**config.mk**
```make
export PLATFORM = sky130hd
export DESIGN_NAME = sched_core
export DESIGN_NICKNAME = d
export VERILOG_FILES = /design/src/rtl/sched_pkg.sv /design/src/rtl/sched_pick.sv /design/src/rtl/sched_lane.sv /design/src/rtl/sched_slot.sv /design/src/rtl/sched_core.sv
export SDC_FILE = /design/constraint.sdc
export NUM_CORES = 1
export LEC_CHECK = 0
export BUFFER_PORTS_ARGS = -buffer_cell sky130_fd_sc_hd__buf_2
export CORE_UTILIZATION = 66
export DETAILED_ROUTE_END_ITERATION = 12
export PLACE_DENSITY = 0.95
export SLEW_MARGIN = 10
export SYNTH_ARGS = -nofsm -noshare
export SYNTH_HDL_FRONTEND = slang
export SYNTH_SLANG_ARGS = --single-unit
```
**constraint.sdc**
```tcl
create_clock -name clk -period 8.3 [get_ports clk]
set_input_delay 1.66 -clock clk [delete_from_list [all_inputs] [get_ports clk]]
set_output_delay 1.66 -clock clk [all_outputs]
set_load 0.02 [all_outputs]
```
**src/rtl/sched_pkg.sv**
```systemverilog
package sched_pkg;

    localparam int NLANE = 4;

    typedef enum logic [1:0] {
        OP_ALU  = 2'd0,
        OP_LOAD = 2'd1,
        OP_MUL  = 2'd2,
        OP_DIV  = 2'd3
    } op_e;

    typedef enum logic [1:0] {
        SLOT_FREE  = 2'd0,
        SLOT_WAIT  = 2'd1,
        SLOT_ARMED = 2'd2
    } slot_st_e;

    // scheduled latency per opcode; loads assume a cache hit
    function automatic int unsigned op_latency(input logic [1:0] op);
        case (op)
            OP_ALU:  op_latency = 1;
            OP_LOAD: op_latency = 2;
            OP_MUL:  op_latency = 3;
            default: op_latency = 4;
        endcase
    endfunction

endpackage

```
**src/rtl/sched_pick.sv**
```systemverilog
module sched_pick #(
    parameter int N  = 4,
    parameter int IW = (N > 1) ? $clog2(N) : 1
) (
    input  logic [N-1:0]  req,
    output logic [N-1:0]  onehot,
    output logic [IW-1:0] idx,
    output logic          any
);
    // lowest index wins: scan downward so the last hit is the lowest
    always_comb begin
        onehot = '0;
        idx    = '0;
        any    = 1'b0;
        for (int i = N - 1; i >= 0; i--) begin
            if (req[i]) begin
                onehot    = '0;
                onehot[i] = 1'b1;
                idx       = IW'(i);
                any       = 1'b1;
            end
        end
    end
endmodule

```
**src/rtl/sched_lane.sv**
```systemverilog
module sched_lane #(
    parameter int TAG_W = 5,
    parameter int DEPTH = 1
) (
    input  logic             clk,
    input  logic             rst_n,
    input  logic             in_v,
    input  logic [TAG_W-1:0] in_tag,
    output logic             out_v,
    output logic [TAG_W-1:0] out_tag
);
    logic [DEPTH-1:0] stg_v;
    logic [TAG_W-1:0] stg_t [DEPTH];

    always_ff @(posedge clk) begin
        if (!rst_n) begin
            stg_v <= '0;
            for (int k = 0; k < DEPTH; k++) stg_t[k] <= '0;
        end else begin
            stg_v[0] <= in_v;
            stg_t[0] <= in_tag;
            for (int k = 1; k < DEPTH; k++) begin
                stg_v[k] <= stg_v[k-1];
                stg_t[k] <= stg_t[k-1];
            end
        end
    end

    assign out_v   = stg_v[DEPTH-1];
    assign out_tag = stg_t[DEPTH-1];
endmodule

```
**src/rtl/sched_slot.sv**
```systemverilog
module sched_slot
    import sched_pkg::*;
#(
    parameter int TAG_W = 5,
    parameter int NL    = 4
) (
    input  logic                clk,
    input  logic                rst_n,
    input  logic                flush,
    input  logic                alloc_en,
    input  logic [1:0]          a_op,
    input  logic [TAG_W-1:0]    a_dst,
    input  logic [TAG_W-1:0]    a_s1,
    input  logic                a_r1,
    input  logic [TAG_W-1:0]    a_s2,
    input  logic                a_r2,
    input  logic                grant,
    input  logic [NL-1:0]       bc_valid,
    input  logic [NL*TAG_W-1:0] bc_tag,
    output logic                busy,
    output logic                req,
    output logic [1:0]          op_q,
    output logic [TAG_W-1:0]    dst_q
);
    slot_st_e         st, st_nx;
    logic [TAG_W-1:0] s1_q, s2_q;
    logic             r1_q, r2_q;
    logic             eff1, eff2, in1, in2;

    function automatic logic tag_hit(input logic [TAG_W-1:0] tag);
        tag_hit = 1'b0;
        for (int g = 0; g < NL; g++)
            if (bc_valid[g] && (bc_tag[g*TAG_W +: TAG_W] == tag)) tag_hit = 1'b1;
    endfunction

    assign in1  = a_r1 | tag_hit(a_s1);
    assign in2  = a_r2 | tag_hit(a_s2);
    assign eff1 = r1_q | tag_hit(s1_q);
    assign eff2 = r2_q | tag_hit(s2_q);

    // next-state logic
    always_comb begin
        st_nx = st;
        if (flush) begin
            st_nx = SLOT_FREE;
        end else begin
            unique case (st)
                SLOT_FREE:  if (alloc_en) st_nx = (in1 && in2) ? SLOT_ARMED : SLOT_WAIT;
                SLOT_WAIT:  if (grant) st_nx = SLOT_FREE;
                            else if (eff1 && eff2) st_nx = SLOT_ARMED;
                SLOT_ARMED: if (grant) st_nx = SLOT_FREE;
                default:    st_nx = SLOT_FREE;
            endcase
        end
    end

    // state register
    always_ff @(posedge clk) begin
        if (!rst_n) st <= SLOT_FREE;
        else        st <= st_nx;
    end

    // payload and ready flags
    always_ff @(posedge clk) begin
        if (!rst_n) begin
            op_q  <= '0;
            dst_q <= '0;
            s1_q  <= '0;
            s2_q  <= '0;
            r1_q  <= 1'b0;
            r2_q  <= 1'b0;
        end else if (st == SLOT_FREE && alloc_en) begin
            op_q  <= a_op;
            dst_q <= a_dst;
            s1_q  <= a_s1;
            s2_q  <= a_s2;
            r1_q  <= in1;
            r2_q  <= in2;
        end else if (st == SLOT_WAIT) begin
            r1_q  <= eff1;
            r2_q  <= eff2;
        end
    end

    // outputs
    always_comb begin
        busy = (st != SLOT_FREE);
        req  = busy && eff1 && eff2;
    end
endmodule

```
**src/rtl/sched_core.sv**
```systemverilog
module sched_core
    import sched_pkg::*;
#(
    parameter int ENTRIES = 4,
    parameter int TAG_W   = 5
) (
    input  logic                         clk,
    input  logic                         rst_n,
    input  logic                         flush,
    input  logic                         alloc_valid,
    input  logic [1:0]                   alloc_op,
    input  logic [TAG_W-1:0]             alloc_dst,
    input  logic [TAG_W-1:0]             alloc_src1,
    input  logic                         alloc_src1_rdy,
    input  logic [TAG_W-1:0]             alloc_src2,
    input  logic                         alloc_src2_rdy,
    output logic                         alloc_ready,
    output logic                         issue_valid,
    output logic [1:0]                   issue_op,
    output logic [TAG_W-1:0]             issue_dst,
    output logic [$clog2(ENTRIES)-1:0]   issue_slot,
    output logic [NLANE-1:0]             bcast_valid,
    output logic [NLANE*TAG_W-1:0]       bcast_tag
);
    localparam int IDX_W = $clog2(ENTRIES);

    logic [ENTRIES-1:0] busy, req, grant, alloc_en;
    logic [ENTRIES-1:0] free_oh, req_oh;
    logic [IDX_W-1:0]   free_idx, req_idx;
    logic               free_any, req_any;
    logic [1:0]         slot_op  [ENTRIES];
    logic [TAG_W-1:0]   slot_dst [ENTRIES];

    sched_pick #(.N(ENTRIES), .IW(IDX_W)) u_free_pick (
        .req(~busy), .onehot(free_oh), .idx(free_idx), .any(free_any)
    );

    sched_pick #(.N(ENTRIES), .IW(IDX_W)) u_issue_pick (
        .req(req), .onehot(req_oh), .idx(req_idx), .any(req_any)
    );

    assign alloc_ready = free_any;
    assign alloc_en    = (alloc_valid && free_any && !flush) ? free_oh : '0;
    assign grant       = flush ? '0 : req_oh;
    assign issue_valid = req_any && !flush;
    assign issue_slot  = req_idx;
    assign issue_op    = slot_op[req_idx];
    assign issue_dst   = slot_dst[req_idx];

    for (genvar i = 0; i < ENTRIES; i++) begin : g_slot
        sched_slot #(.TAG_W(TAG_W), .NL(NLANE)) u_slot (
            .clk      (clk),
            .rst_n    (rst_n),
            .flush    (flush),
            .alloc_en (alloc_en[i]),
            .a_op     (alloc_op),
            .a_dst    (alloc_dst),
            .a_s1     (alloc_src1),
            .a_r1     (alloc_src1_rdy),
            .a_s2     (alloc_src2),
            .a_r2     (alloc_src2_rdy),
            .grant    (grant[i]),
            .bc_valid (bcast_valid),
            .bc_tag   (bcast_tag),
            .busy     (busy[i]),
            .req      (req[i]),
            .op_q     (slot_op[i]),
            .dst_q    (slot_dst[i])
        );
    end

    // one delay lane per latency class: at most one push per lane per cycle
    for (genvar g = 0; g < NLANE; g++) begin : g_lane
        logic push;
        assign push = issue_valid && (op_latency(issue_op) == (g + 1));
        sched_lane #(.TAG_W(TAG_W), .DEPTH(g + 1)) u_lane (
            .clk     (clk),
            .rst_n   (rst_n),
            .in_v    (push),
            .in_tag  (issue_dst),
            .out_v   (bcast_valid[g]),
            .out_tag (bcast_tag[g*TAG_W +: TAG_W])
        );
    end
endmodule

```
After elaboration in Yosys (flattened, before gate mapping)
Memories as Yosys holds them, arrays and structs flattened.
Index checks and enable logic that the tools add are counted.
{"block": "word_totals", "regBits": 94, "latch_bits": 0, "ram_bits": 50, "romBits": 0, "input_bits": 23, "output_inout_bits": 35, "n_memories": 4}
{"name": "g_lane[3].u_lane.stg_t", "depth": 4, "width": 5, "read_ports": 4, "rd_ports_with_merged_regs": 0, "write_ports": 4, "line": "sched_lane.sv:13", "text": "logic [TAG_W-1:0] stg_t [DEPTH];"}
{"name": "g_lane[2].u_lane.stg_t", "depth": 3, "width": 5, "read_ports": 3, "rd_ports_with_merged_regs": 0, "write_ports": 3, "line": "sched_lane.sv:13"}
{"name": "g_lane[1].u_lane.stg_t", "depth": 2, "width": 5, "read_ports": 2, "rd_ports_with_merged_regs": 0, "write_ports": 2, "line": "sched_lane.sv:13"}
{"name": "g_lane[0].u_lane.stg_t", "depth": 1, "width": 5, "read_ports": 1, "rd_ports_with_merged_regs": 0, "write_ports": 1, "line": "sched_lane.sv:13"}
{"block": "op_classes", "addsub": 0, "multipliers": 0, "div_mod_pow": 0, "n_lt_le_gt_ge": 1, "eq_ne": 66, "shifts": 0, "muxes": 119, "bitwise": 22, "n_reduce_logical": 84}
{"op": "equality test 5 bit", "count": 40}
{"op": "two-way mux 1 bit", "count": 67}
{"op": "equality test 32 x 2 -> 1 bit (second input constant)", "count": 2}
{"op": "logical AND 1 bit", "count": 64}
{"op": "two-way mux 5 bit", "count": 12}
{"op": "two-way mux 2 bit", "count": 23}
{"op": "two-way mux 4 bit", "count": 10}
{"op": "equality test 32 x 1 -> 1 bit (second input constant)", "count": 1}
{"op": "equality test 32 x 3 -> 1 bit (second input constant)", "count": 1}
{"op": "case mux 2 bit (3 select lines)", "count": 4}
{"op": "OR 1 bit", "count": 19}
{"op": "!= test 2 bit (second input constant)", "count": 8}
{"op": "nonzero test 2 bit", "count": 8}
{"op": "!= test 3 x 2 -> 1 bit (second input constant)", "count": 4}
{"op": "AND reduction 3 bit", "count": 4}
{"op": "binary-select mux 5 bit (select 2 bit)", "count": 1}
{"op": "equality test 2 x 1 -> 1 bit (second input constant)", "count": 5}
{"op": "equality test 2 bit (second input constant)", "count": 5}
{"op": "zero test 2 bit", "count": 5}
{"op": "case mux 3 bit (3 select lines)", "count": 1}
{"op": "OR reduction 5 bit", "count": 1}
{"op": "binary-select mux 2 bit (select 2 bit)", "count": 1}
{"op": "inverter 4 bit", "count": 1}
{"op": ">= comparator 3 bit (second input constant)", "count": 1}
{"op": "other kinds (4)", "count": 4}

Longest topological paths before layout
Gate-level depths: netlist of the first run.
{"block": "logic_depth", "depth_word": 21, "mapped_depth": 11, "ltp_nobuf": 9}

By module
Synthesis of the first run repeated with hierarchy kept, for this count alone.
{"block": "unflattened", "hier_cells": 1136, "area_unflattened_um2": 9694.3}
{"module": "sched_slot", "n_inst": 4, "cells_per_inst": 238, "area_each_um2": 1881.8, "seq_area_each_um2": 420.4}
{"module": "sched_lane (g_lane[3].u_lane)", "n_inst": 1, "cells_per_inst": 50, "area_each_um2": 675.6, "seq_area_each_um2": 480.5}
{"module": "sched_lane (g_lane[2].u_lane)", "n_inst": 1, "cells_per_inst": 42, "area_each_um2": 539.3, "seq_area_each_um2": 360.3}
{"module": "sched_lane (g_lane[1].u_lane)", "n_inst": 1, "cells_per_inst": 30, "area_each_um2": 374.1, "seq_area_each_um2": 240.2}
{"module": "sched_core", "n_inst": 1, "cells_per_inst": 28, "area_each_um2": 297.8, "seq_area_each_um2": 0.0}
{"module": "sched_lane (g_lane[0].u_lane)", "n_inst": 1, "cells_per_inst": 12, "area_each_um2": 157.7, "seq_area_each_um2": 120.1}
{"module": "sched_pick", "n_inst": 2, "cells_per_inst": 11, "area_each_um2": 61.3, "seq_area_each_um2": 0.0}

Worst setup path after synthesis of the first run
OpenSTA, ideal clock, no wires.
{"block": "synth_timing", "kind": "register -> output", "start": "memory g_lane[3].u_lane.stg_t[12][2] (netlist: g_lane[3].u_lane.stg_t[3][2])", "end": "output issue_dst[0]", "arrival_time_ns": 2.693, "required_ns": 6.640, "path_slack_ns": 3.947, "stages_incl_launch_ff": 11, "n_path_buf": 2, "cell_sequence": "dfxtp_1 > buf_2 > xor2_1 > nor4_1 > a31oi_1 > and4_1 > nor3_2 > nand2b_1 > a21oi_2 > buf_4 > mux2i_1"}
{"element": "from (decl)", "line": "sched_lane.sv:13"}
{"element": "to (decl)", "line": "sched_core.sv:20", "text": "output logic [TAG_W-1:0] issue_dst,"}

==> qor.csv, run 1 <==
metric,value,unit
final_layout_size_suffix_gt1_share,13.4,%
place_area,7180,µm²
antenna_found_initial,0,
period_needed,5.92,ns
synth_compound_area_share,11.4,%
power.internal,1.00,mW
hold_buffers,0,
vdd_drop_max,0.201,mV
netlist_area,7300,µm²
final_cells,997,
clock.fmax,0.169,GHz
gp_congestion,1.03,
met3WireLength,3050,µm
pwr-share-clk,50.7,%
cts_sinks,114,
drc_errors,0,
synth-main-ff-cell,dfxtp_1,
arrival,4.26,ns
grt_use_total,40.0,%
root_buffer,clkbuf_8,
drtAntennaViolNets,0,
die_w,107,µm
rsz0062_at_grt,false,
status,"finished, final reports clean",
p_total,1.37,mW
r2r-end,g_lane[3].u_lane.stg_v[0]$_SDFF_PN0_,
p_per_area,177,nW/µm²
required,6.64,ns
cts_tree,done,
htree_levels,4,
cp-end-kind,output pin,
io_pins,58,
die_y,107,µm
yosys_warnings,0,
grt.overflow.total,0,
path_clk_slew,0.06,ns
relSlewSlack,24.5,%
maxUsedRoutingLayer,met4,
wl_met1,7760,µm
final_common_cell,xor2_1,
syn_nets,893,
totalWireLength,22100,µm
hold_depth,1,
synthXorXnorAreaFrac,24.0,%
hold_end,g_lane[1].u_lane.stg_v[1]$_SDFF_PN0_,
fillers,715,
start_util,67.7,%
via_count,6676,
cts_resized,0,
finalHoldViolations,0,
wl_per_cell,22.2,µm
skew,0.0181,ns
worst_pin_slew,1.13,ns
finish.utilization,71.7,%
drtPass1Iterations,8,
cts_buffers,17,
row_count,38,
place_hpwl,13200,µm
avgSynthCellArea,8.40,µm²
dr.first_iter.drc_count,789,
wl_met2,9600,µm
cts_setup_buffers,0,
fin_tns_setup,0,ns
r2r_slack,4.47,ns
drv_slew,0,
crit_fanout,17,
setup_viol,0,
hold_class,flop to flop,
synth-simple-area-share,21.5,%
synth.area.mux_share,3.22,%
yosysSeqAreaShare,31.2,%
core,10800,µm²
synth_fa_ha_area_share,0,%
final_area,7740,µm²
mostFrequentLayoutCells,"xor2_1 (160), nand2_1 (143), dfxtp_1 (114)",
fp.dieArea,11500,µm²
reg2reg_from,g_lane[3].u_lane.stg_t[1][2]$_SDFF_PN0_,
p_leak,3.65,nW
swShare,26.8,%
seqPwrFrac,41.8,%
grt_pass1_wl,34400,µm
drt-vias-per-instance,6.70,
worstSetupPathType,flop to output pin,
synth.distinct_cells,51,
grt_pass1_vias,6666,
synth_top_family_by_area,XOR/XNOR gates,
dp_cells,965,
area_growth_syn_to_layout,5.98,%
comb_power_share,7.5,%
synthCells,870,
p_sw,0.368,mW
layout.nets,867,
grt_max_degree,105,
start_kind,flop,
period_share,71.4,%
synthArstFlopShare,0,%
clock_latency,0.55,ns
reg2reg_depth,9,
synth_enable_flop_cells,0,
min_from,g_lane[1].u_lane.stg_v[0]$_SDFF_PN0_,
ys_ff_latch,114,
clockBufferDepth,2,
maxCapViolCount,0,
diodes,0,
io_buffers,57,
==> worst max-delay path, stage by stage (launching register included) <==
cell	delay, ns
dfxtp_1	0.88
xor2_1	0.19
nor4_1	0.58
nand3_1	0.19
and4_4	0.23
or2_4	0.25
o221ai_4	0.63
mux2_2	0.43
nor2_1	0.08
a21oi_1	0.05
buf_2	0.20
==> Yosys cell counts, types with 2 or more instances <==
library cell    n  area share, %
nand3_1        37            2.5
and4_4          3           0.46
or2_2           3           0.26
mux2i_1        19            2.6
and4_1          5           0.60
nand2_1       143            7.3
clkbuf_1       57            2.9
nor4_2          2           0.34
o221a_2         2           0.31
xnor2_1        40            4.8
clkbuf_8        4           0.75
nor2b_1         5           0.43
nand2b_1        8           0.69
nor3_1         10           0.69
xor2_1        160             19
o21ai_0         4           0.27
a21boi_0       68            7.0
a31oi_1         8           0.69
a32oi_1         2           0.24
and2_1         33            2.8
mux2_2          2           0.31
nor4_1         39            3.3
buf_6          13            2.0
buf_4          14            1.4
a22oi_1         3           0.31
a21oi_1         7           0.48
nor2_1         20            1.0
buf_2          15            1.0
o221ai_1        5           0.60
dfxtp_1       114             31
a311oi_1        2           0.24
inv_1           3           0.15
buf_1           2           0.10
==> cell families after synthesis <==
group,after synthesis
AOI/OAI and AO/OA,110
DFF,114
buffers and inverters,109
xor gates and xnor gates,200
and+or+nand+nor,315
muxes,22
==> power by group through the flow <==
stage / registers (mW) / logic, mW / clock network (mW)
6_report: 0.574 / 0.102 / 0.696
5_1_grt: 0.574 / 0.108 / 0.721
4_1_cts: 0.573 / 0.0989 / 0.693
3_5_place_dp: 0.584 / 0.0962 / 0
3_3_place_gp: 0.584 / 0.0922 / 0
2_1_floorplan: 0.572 / 0.0830 / 0
==> through the flow <==
step	setup WS (ns)	hold WS [ns]
after floorplan	3.95	0.412
after detailed placement	3.21	0.421
after global placement	3.35	0.413
final	2.38	0.433
after CTS	2.57	0.434
after global routing	2.33	0.441
==> layout make-up <==
class                           instances  area, µm²  share of cell area, %
Multi-Input combinational cell        647       4400                   56.8
Sequential cell                       114       2280                   29.5
Clock buffer                           18        428                   5.53
Timing Repair Buffer                   61        315                   4.07
Tap cell                              140        175                   2.26
Clock inverter                         14        131                   1.70
Inverter                                3       11.3                  0.145
==> sequential cells by signal, summed over array words and instances, names as in the netlist <==
register             cells
g_slot.u_slot.s2_q      20
g_lane.u_lane.stg_v      9
g_slot.u_slot.r2_q       4
g_lane.u_lane.stg_t     20
g_slot.u_slot.s1_q      20
g_lane.u_lane.out_v      1
g_slot.u_slot.r1_q       4
g_slot.u_slot.op_q       8
g_slot.u_slot.dst_q     20
g_slot.u_slot.st         8
==> per-layer routing <==
layer	vias to the layer above	global-route usage, %
met5	-	0
met4	0	30.6
met3	210	13.6
met2	569	59.9
met1	3078	46.9
li1	2819	-
==> worst max-delay path by stage <==
stage | from | to | cells after the start
finish | g_lane[3].u_lane.stg_t[1][2]$_SDFF_PN0_ | issue_op[1] | 10
global route | g_lane[3].u_lane.stg_t[3][0]$_SDFF_PN0_ | issue_dst[3] | 8
CTS | g_lane[3].u_lane.stg_t[1][2]$_SDFF_PN0_ | issue_op[1] | 10
detailed placement | g_lane[3].u_lane.stg_t[1][2]$_SDFF_PN0_ | issue_op[1] | 10
global placement | g_lane[3].u_lane.stg_t[1][2]$_SDFF_PN0_ | issue_op[1] | 10
floorplan | g_lane[3].u_lane.stg_t[3][2]$_SDFF_PN0_ | issue_dst[0] | 10
Power figures use the tool's default switching activity.
==> run 2, diff against run 1 <==
--- a/config.mk
+++ b/config.mk
@@ -6,9 +6,9 @@
 export NUM_CORES = 1
 export LEC_CHECK = 0
 export BUFFER_PORTS_ARGS = -buffer_cell sky130_fd_sc_hd__buf_2
-export CORE_UTILIZATION = 66
+export CORE_UTILIZATION = 55
 export DETAILED_ROUTE_END_ITERATION = 12
-export PLACE_DENSITY = 0.95
+export PLACE_DENSITY = 0.88
 export SLEW_MARGIN = 10
 export SYNTH_ARGS = -nofsm -noshare
 export SYNTH_HDL_FRONTEND = slang
==> constraint.sdc (replaced) <==
create_clock -name clk -period 4.85 [get_ports clk]
set_input_delay 0.97 -clock clk [delete_from_list [all_inputs] [get_ports clk]]
set_output_delay 0.97 -clock clk [all_outputs]
set_load 0.02 [all_outputs]
==> qor.csv, run 2 (synthesis results as in run 1) <==
metric,value,unit,change
status,"finished, final reports clean",,unchanged
busiest_layer,met2,,unchanged
skew,0.0105,ns,was 0.0181 ns
hold_class,flop to flop,,unchanged
diodes,0,,unchanged
via_count,6312,,was 6676
dr.first_iter.drc_count,594,,was 789
start_util,57.2,%,was 67.7%
cts_sinks,114,,unchanged
row_count,41,,was 38
grt_max_degree,63,,was 105
whs,0.433,ns,about the same
p_per_area,324,nW/µm²,was 177 nW/µm²
clock_latency,0.43,ns,was 0.55 ns
use_met1,39.1,%,was 46.9%
path_cells,buf_4 > xor2_1 > nor4_1 > nand3_1 > and4_1 > nor3_4 > o221ai_4 > mux2i_1 > mux2i_1 > buf_2,,was xor2_1 > nor4_1 > nand3_1 > and4_4 > or2_4 > o221ai_4 > mux2_2 > nor2_1 > a21oi_1 > buf_2
final_area,8050,µm²,was 7740 µm²
place_hpwl,13700,µm,was 13200 µm
layout.nets,886,,was 867
crit_top_cell,mux2i_1,,
wl_per_cell,20.0,µm,was 22.2 µm
die_y,117,µm,was 107 µm
period_needed,4.74,ns,
final_common_cell,xor2_1,,unchanged
core,12800,µm²,was 10800 µm²
hold_buffers,0,,unchanged
finalHoldViolations,0,,unchanged
required,3.88,ns,was 6.64 ns
worstSetupPathType,flop to output pin,,unchanged
clockBufferDepth,2,,unchanged
place_area,7360,µm²,was 7180 µm²
grt_use_total,32.3,%,was 40.0%
drc_errors,0,,unchanged
io_pins,58,,unchanged
totalWireLength,20900,µm,was 22100 µm
drv_slew,0,,unchanged
slowest_delay,0.63,ns,was 0.88 ns
mostFrequentLayoutCells,"xor2_1 (160), nand2_1 (143), dfxtp_1 (109)",,"was xor2_1 (160), nand2_1 (143), dfxtp_1 (114)"
vdd_drop_max,0.291,mV,was 0.201 mV
cts_tree,done,,unchanged
crit_fanout,17,,unchanged
root_buffer,clkbuf_16,,was clkbuf_8
arrival,3.77,ns,was 4.26 ns
clock.fmax,0.211,GHz,
period_share,97.8,%,
fin_tns_setup,0,ns,unchanged
area_growth_syn_to_layout,10.2,%,was 5.98%
p_total,2.61,mW,was 1.37 mW
gp_congestion,1.01,,was 1.03
fp.dieArea,13700,µm²,was 11500 µm²
relSlewSlack,29.3,%,was 24.5%
rsz0062_at_grt,false,,unchanged
setup_viol,0,,unchanged
start_kind,flop,,unchanged
path_clk_slew,0.05,ns,was 0.06 ns
antenna_found_initial,0,,unchanged
htree_levels,4,,unchanged
final_layout_size_suffix_gt1_share,15.7,%,was 13.4%
drtAntennaViolNets,0,,unchanged
cp-end-kind,output pin,,unchanged
cts_buffers,17,,unchanged
worst_pin_slew,1.06,ns,was 1.13 ns
p_leak,3.82,nW,was 3.65 nW
grt_pass1_vias,6117,,was 6666
drt-vias-per-instance,6.03,,was 6.70
groute.layer.met3.usage,8.19,%,was 13.6%
grt.overflow.total,0,,unchanged
grt_pass1_wl,32700,µm,was 34400 µm
drtPass1Iterations,9,,was 8
io_buffers,57,,unchanged
slowest_stage,dfxtp_1,,unchanged
met2_usage,51.1,%,was 59.9%
die_w,117,µm,was 107 µm
maxCapViolCount,0,,unchanged
## run 2: report_power, final
part | switching [mW] | leakage, nW | internal, mW
registers | 0.0248 | 0.924 | 0.950
clock network | 0.445 | 0.331 | 1.01
logic | 0.104 | 2.57 | 0.0751
total | 0.574 | 3.82 | 2.04
## run 2: cell type report
type                    count  area (µm²)
clock buffers              21         480
well taps                 172         215
multi-input cells         647        4400
flip-flops and latches    114        2290
inverters                   3        11.3
fillers                  1049        4720
repair buffers             80         458
clock inverters             9         201
## run 2: worst max-delay path: cells and delay by family, from the launching register on
family / cells / cell delay, ns
flip-flops: 1 / 0.63
AND/OR/NAND/NOR: 4 / 1.22
XOR/XNOR: 1 / 0.08
AO/OA/AOI/OAI: 1 / 0.38
buffers and inverters: 2 / 0.50
multiplexers: 2 / 0.52
## run 2: per-layer routing
metal  up-vias  routed length, µm
met5         -                  0
met4         0               1210
met3       105               2000
met2       362               9330
met1      3002               8360
li1       2843                  -
## run 2: path summary, 6_finish.rpt
path                                                               from                                   end  slack [ns]  cells past startpoint
worst max-delay path            g_lane[2].u_lane.stg_t[0][9]$_SDFF_PN0_                          issue_dst[0]        0.11                     10
worst min-delay path               g_lane[1].u_lane.stg_v[0]$_SDFF_PN0_  g_lane[1].u_lane.stg_v[1]$_SDFF_PN0_        0.43                      1
worst max register to register  g_lane[2].u_lane.stg_t[0][9]$_SDFF_PN0_  g_lane[3].u_lane.stg_v[0]$_SDFF_PN0_        1.42                     10
worst min register to register     g_lane[1].u_lane.stg_v[0]$_SDFF_PN0_  g_lane[1].u_lane.stg_v[1]$_SDFF_PN0_        0.43                      1
## run 2: repair_timing
action	CTS	global route
setup buffers	0	0
gates resized for setup	0	5
setup endpoints to repair	0	3
## run 2: through the flow
step	util, %	std cells	worst slack, ns
finish	63.0	1046	0.108
detailed placement	57.7	1016	0.631
CTS	63.0	1046	0.117
floorplan	-	870	1.19
global placement	57.7	1016	0.747
global route	63.0	1046	0.00551
